File: config.mk
export PLATFORM = sky130hd
export DESIGN_NAME = sat_alu
export DESIGN_NICKNAME = d
export VERILOG_FILES = /design/src/rtl/sat_pkg.sv /design/src/rtl/sat_addsub.sv /design/src/rtl/sat_double.sv /design/src/rtl/sat_clamp.sv /design/src/rtl/sat_alu.sv
export SDC_FILE = /design/constraint.sdc
export NUM_CORES = 1
export LEC_CHECK = 0
export ABC_AREA = 0
export BUFFER_PORTS_ARGS = -buffer_cell sky130_fd_sc_hd__buf_2
export CORE_MARGIN = 1
export CORE_UTILIZATION = 35
export DETAILED_ROUTE_END_ITERATION = 16
export GPL_TIMING_DRIVEN = 0
export SETUP_SLACK_MARGIN = 0.1
export SKIP_LAST_GASP = 1
export SLEW_MARGIN = 20
export SYNTH_ARGS = -nofsm -noshare
export SYNTH_HDL_FRONTEND = slang
export SYNTH_HIERARCHICAL = 1
export SYNTH_SLANG_ARGS = --single-unit
export TNS_END_PERCENT = 20
File: constraint.sdc
create_clock -name clk -period 0.8 [get_ports clk]
set_input_delay 0.16 -clock clk [delete_from_list [all_inputs] [get_ports clk]]
set_output_delay 0.16 -clock clk [all_outputs]
set_load 0.05 [all_outputs]
File: src/rtl/sat_pkg.sv
package sat_pkg;
  typedef enum logic [3:0] {
    OP_PASS   = 4'd0,
    OP_SADD   = 4'd1,
    OP_UADD   = 4'd2,
    OP_SSUB   = 4'd3,
    OP_USUB   = 4'd4,
    OP_SDBL   = 4'd5,
    OP_SCLAMP = 4'd6,
    OP_UCLAMP = 4'd7,
    OP_SDUAL  = 4'd8,
    OP_UDUAL  = 4'd9
  } sat_op_e;
endpackage

File: src/rtl/sat_addsub.sv
module sat_addsub #(
  parameter int W = 32
) (
  input  logic [W-1:0] a,
  input  logic [W-1:0] b,
  input  logic         is_sub,
  input  logic         is_uns,
  output logic [W-1:0] res,
  output logic         clamp
);
  localparam logic [W-1:0] SMAX = {1'b0, {(W-1){1'b1}}};
  localparam logic [W-1:0] SMIN = {1'b1, {(W-1){1'b0}}};

  // wide result: bit W is carry (add) or borrow (sub) in the unsigned view
  function automatic logic [W:0] wide_op(input logic [W-1:0] x, input logic [W-1:0] y,
                                         input logic sub);
    if (sub) return {1'b0, x} - {1'b0, y};
    else     return {1'b0, x} + {1'b0, y};
  endfunction

  function automatic logic signed_ovf(input logic [W-1:0] x, input logic [W-1:0] y,
                                      input logic [W-1:0] r, input logic sub);
    logic same_in;
    same_in = (x[W-1] == y[W-1]);
    return (sub ? !same_in : same_in) && (r[W-1] != x[W-1]);
  endfunction

  logic [W:0] wide;
  logic       s_ovf;
  logic       u_ovf;

  always_comb begin
    wide  = wide_op(a, b, is_sub);
    s_ovf = signed_ovf(a, b, wide[W-1:0], is_sub);
    u_ovf = wide[W];
    res   = wide[W-1:0];
    clamp = 1'b0;
    if (is_uns) begin
      if (u_ovf) begin
        clamp = 1'b1;
        res   = is_sub ? '0 : '1;
      end
    end else if (s_ovf) begin
      clamp = 1'b1;
      res   = a[W-1] ? SMIN : SMAX;
    end
  end
endmodule

File: src/rtl/sat_double.sv
module sat_double #(
  parameter int W = 32
) (
  input  logic [W-1:0] a,
  output logic [W-1:0] res,
  output logic         clamp
);
  localparam logic [W-1:0] SMAX = {1'b0, {(W-1){1'b1}}};
  localparam logic [W-1:0] SMIN = {1'b1, {(W-1){1'b0}}};

  // at or above one quarter of the range (positive)
  function automatic logic too_high(input logic [W-1:0] x);
    return !x[W-1] && x[W-2];
  endfunction

  // at or below minus one quarter: either bit W-2 clear, or exactly the quarter point
  function automatic logic too_low(input logic [W-1:0] x);
    return x[W-1] && (!x[W-2] || (x[W-3:0] == '0));
  endfunction

  always_comb begin
    clamp = 1'b0;
    res   = {a[W-2:0], 1'b0};
    if (too_high(a)) begin
      clamp = 1'b1;
      res   = SMAX;
    end else if (too_low(a)) begin
      clamp = 1'b1;
      res   = SMIN;
    end
  end
endmodule

File: src/rtl/sat_clamp.sv
module sat_clamp #(
  parameter int W   = 32,
  parameter int PW  = $clog2(W)
) (
  input  logic [W-1:0]  val,
  input  logic [PW-1:0] pos,
  input  logic          is_uns,
  output logic [W-1:0]  res,
  output logic          clamp
);
  function automatic logic [W-1:0] low_mask(input logic [PW-1:0] n);
    return ~({W{1'b1}} << n);
  endfunction

  logic [W-1:0] mask;
  logic [W-1:0] top;
  logic         s_hi, s_lo, u_neg, u_hi;

  always_comb begin
    mask  = low_mask(pos);
    top   = $unsigned($signed(val) >>> pos);
    s_hi  = !top[W-1] && (top != '0);
    s_lo  = top[W-1] && (top != '1);
    u_neg = val[W-1];
    u_hi  = !val[W-1] && ((val & ~mask) != '0);
    clamp = 1'b0;
    res   = val;
    if (is_uns) begin
      if (u_neg) begin
        clamp = 1'b1;
        res   = '0;
      end else if (u_hi) begin
        clamp = 1'b1;
        res   = mask;
      end
    end else begin
      if (s_hi) begin
        clamp = 1'b1;
        res   = mask;
      end else if (s_lo) begin
        clamp = 1'b1;
        res   = ~mask;
      end
    end
  end
endmodule

File: src/rtl/sat_alu.sv
module sat_alu #(
  parameter int W  = 32,
  parameter int PW = $clog2(W)
) (
  input  logic          clk,
  input  logic          rst_n,
  input  logic [W-1:0]  op_a,
  input  logic [W-1:0]  op_b,
  input  logic [3:0]    op_sel,
  input  logic [PW-1:0] sat_pos,
  input  logic          flag_clr,
  output logic [W-1:0]  result,
  output logic          sticky
);
  import sat_pkg::*;

  localparam int H     = W / 2;
  localparam int LANES = 2;

  // named internal events for the checker
  logic [W-1:0] as_res;
  logic         as_clamp;
  logic [W-1:0] dbl_res;
  logic         dbl_clamp;
  logic [W-1:0] wc_res;
  logic         wc_clamp;
  logic [W-1:0] dual_res;
  logic         dual_clamp;
  logic [LANES-1:0] lane_clamp;
  logic [W-1:0] next_res;
  logic         clamp_evt;

  logic is_sub, is_uns_as, is_uns_cl;
  assign is_sub    = (op_sel == OP_SSUB) || (op_sel == OP_USUB);
  assign is_uns_as = (op_sel == OP_UADD) || (op_sel == OP_USUB);
  assign is_uns_cl = (op_sel == OP_UCLAMP) || (op_sel == OP_UDUAL);

  sat_addsub #(.W(W)) u_addsub (
    .a(op_a), .b(op_b), .is_sub(is_sub), .is_uns(is_uns_as),
    .res(as_res), .clamp(as_clamp)
  );

  sat_double #(.W(W)) u_double (
    .a(op_a), .res(dbl_res), .clamp(dbl_clamp)
  );

  sat_clamp #(.W(W), .PW(PW)) u_word (
    .val(op_a), .pos(sat_pos), .is_uns(is_uns_cl),
    .res(wc_res), .clamp(wc_clamp)
  );

  generate
    for (genvar g = 0; g < LANES; g++) begin : g_lane
      logic [W-1:0] lane_in;
      logic [W-1:0] lane_out;
      assign lane_in = {{(W-H){op_a[g*H+H-1]}}, op_a[g*H +: H]};
      sat_clamp #(.W(W), .PW(PW)) u_half (
        .val(lane_in), .pos(sat_pos), .is_uns(is_uns_cl),
        .res(lane_out), .clamp(lane_clamp[g])
      );
      assign dual_res[g*H +: H] = lane_out[H-1:0];
    end
  endgenerate

  assign dual_clamp = |lane_clamp;

  always_comb begin
    next_res  = op_a;
    clamp_evt = 1'b0;
    case (op_sel)
      OP_SADD, OP_UADD, OP_SSUB, OP_USUB: begin
        next_res  = as_res;
        clamp_evt = as_clamp;
      end
      OP_SDBL: begin
        next_res  = dbl_res;
        clamp_evt = dbl_clamp;
      end
      OP_SCLAMP, OP_UCLAMP: begin
        next_res  = wc_res;
        clamp_evt = wc_clamp;
      end
      OP_SDUAL, OP_UDUAL: begin
        next_res  = dual_res;
        clamp_evt = dual_clamp;
      end
      default: begin
        next_res  = op_a;
        clamp_evt = 1'b0;
      end
    endcase
  end

  always_ff @(posedge clk or negedge rst_n) begin
    if (!rst_n) begin
      result <= '0;
      sticky <= 1'b0;
    end else begin
      result <= next_res;
      sticky <= clamp_evt | (sticky & ~flag_clr);
    end
  end
endmodule

==> run summary <==
worst setup margin - -4.048 ns
fin nets - 2,506
clk_lat worst skew - 0.28 ns
PortBufs - 105
placed cell area - 17,810 um^2
Place WS - -4.836 ns
Mean Syn Cell Area - 7.286 um^2
Worst VDD drop - 1.012 mV
drc violations - 0
combinational fraction of design power - 80.8%
largest net degree at the start of global routing - 93
# IOs - 109
worst-case clock buffer depth - 2
Num Clock Sinks - 33
Max FO, Critical Path - 10
outcome - finished, violations left
Post-Syn Nets - 2,363
DR top layer - met4
post-DR wirelength/cell - 30.08 um
crit path DAT - 5.03 ns
synth warn - 6
crit path from - sat_pos[4]
final instance area - 18,750 um^2
H-Tree Depth - 2
failing checks - hold timing, setup timing
Die W - 218.6 um
Iteration-0 DRC Markers - 2,845
Post-Route WL - 90.16 mm
total core area - 45,770 um^2
worst hold path class - in2async
GPL Wtd Cong - 0.9938
Clock transition at path regs - 0.06 ns
Max Cap Viol - 0
Area growth syn-to-layout - 14.24%
share of layout cells above drive strength 1 - 23.90%
Slew @ Worst Pin - 1.198 ns
gr usage total - 36.69%
CTS Buf Count - 5
grt ovf - 0
die area - 47,770 um^2
clk_skew - 0 ns
Final Hold Vio Count - 33
fin crit share - 606.0%
sequential share of power - 10.2%
Die Y - 218.6 um
First-pass DRT Iterations - 7
TritonCTS clock tree - yes
Starting Density - 35.86%
Net Sw Frac - 56.44%
switching power - 11,650 uW
antenna viol nets, final - 0
M1 wire length - 36.22 mm
PwrDens - 1101 nW/um^2
Fmax - 0.2063 GHz
startpoint types - input port
internal power - 8994 uW
vias in the first global route - 19.86k
Cell Area, Synth - 16,410 um^2
Lkg Pwr - 0.007119 uW
Final Power - 20,650 uW
critical path required time - 0.99 ns
Inserted Diodes - 0
Slew headroom - 18.07%
CTS root buf - clkbuf_16
fillers - 4,828
clock power share - 9.0%
count of pins over their slew limit - 0
DR vias - 20.98k
crit path capture type - register
RSZ-0062 raised after global routing - yes
Mapped Cells - 2,253
met2 wire len - 40.20 mm
DP Wirelength - 66.71 mm
initial antenna violation count - 2
metal3 WL - 8.339 mm
WS Path Type - in2reg
worst r2r src - sticky
Tmin final - 4.848 ns
Finished Core Util - 40.97%
first-pass GRT wire length - 132.2 mm
Via-to-Cell Ratio - 7.000
Cell Rows - 78
Fin Hold WS - -0.04524 ns
setup-violating endpoint count in the final report - 66
## registers in the layout, indices dropped and copies added, names as in the netlist
name	count
result	32
sticky	1
## metrics by stage
step           cells  setup TNS (ns)
2_1_floorplan   2253         -114.17
3_3_place_gp    2958         -154.04
3_5_place_dp    2959         -154.70
4_1_cts         2989         -137.23
5_1_grt         2997         -144.74
6_report        2997         -138.66
## metal layers
layer	global-route usage, %	up-vias
li1	-	9004
met1	48.38	10200
met2	58.42	1441
met3	4.816	337
met4	18.30	0
met5	0	-
## path summary, 6_finish.rpt
check / to / depth (start not counted) / slack, ns
setup / recovery: result[5] / 15 / -4.05
hold / removal: result[10] / 1 / -0.05
setup reg to reg: sticky / 3 / -0.31
hold reg to reg: sticky / 3 / 1.00
max in group asynchronous: result[15] / 1 / 0.35
min in group clk: sticky / 3 / 0.33
## placed cells by master (no fill, tap or decap), types with 36 or more instances in the layout
master / count
a21oi_1: 156
a22oi_1: 82
buf_2: 156
buf_4: 57
clkbuf_1: 85
inv_1: 55
mux2_2: 63
mux2i_1: 108
mux4_2: 51
nand2_1: 180
nand2b_1: 36
nand3_1: 37
nor2_1: 224
nor3_1: 52
o211ai_1: 47
o21ai_0: 97
xnor2_1: 44
## final cells by class
cell class / count / area, um^2 / area share (%)
Timing Repair Buffer: 139 / 833.3 / 4.444
Sequential cell: 33 / 825.8 / 4.404
Tap cell: 600 / 750.7 / 4.003
Multi-Input combinational cell: 1928 / 14650 / 78.10
Clock buffer: 6 / 128.9 / 0.6873
Clock inverter: 2 / 10.01 / 0.05338
Inverter: 63 / 236.5 / 1.261
Buffer: 226 / 1321 / 7.046
## power by group through the flow
stage	logic, uW	clock network, uW	registers (uW)
final	16700	1850	2110
after detailed placement	14800	0	2130
after global placement	14900	0	2120
after global routing	17400	1950	2110
after floorplan	8960	0	3060
after CTS	15700	1870	2100
## critical path: stages
cell	delay (ns)
buf_2	0.32
clkbuf_1	0.47
or2_2	0.20
buf_1	0.64
o32ai_1	0.24
or4_1	0.59
nor4_1	0.53
o2111a_2	0.37
nand2_2	0.08
buf_6	0.16
o211a_1	0.20
o32ai_1	0.43
a22oi_1	0.17
nor2_1	0.18
o22a_1	0.27
## repair_timing
action	4_1_cts	5_1_grt
setup buffers	19	11
pin swaps	62	34
resized for setup	103	68
setup endpoints to repair	66	66
endpoints found under the hold margin	33	0
cloned	3	0
Note: power is estimated with default switching activity, not from simulation.
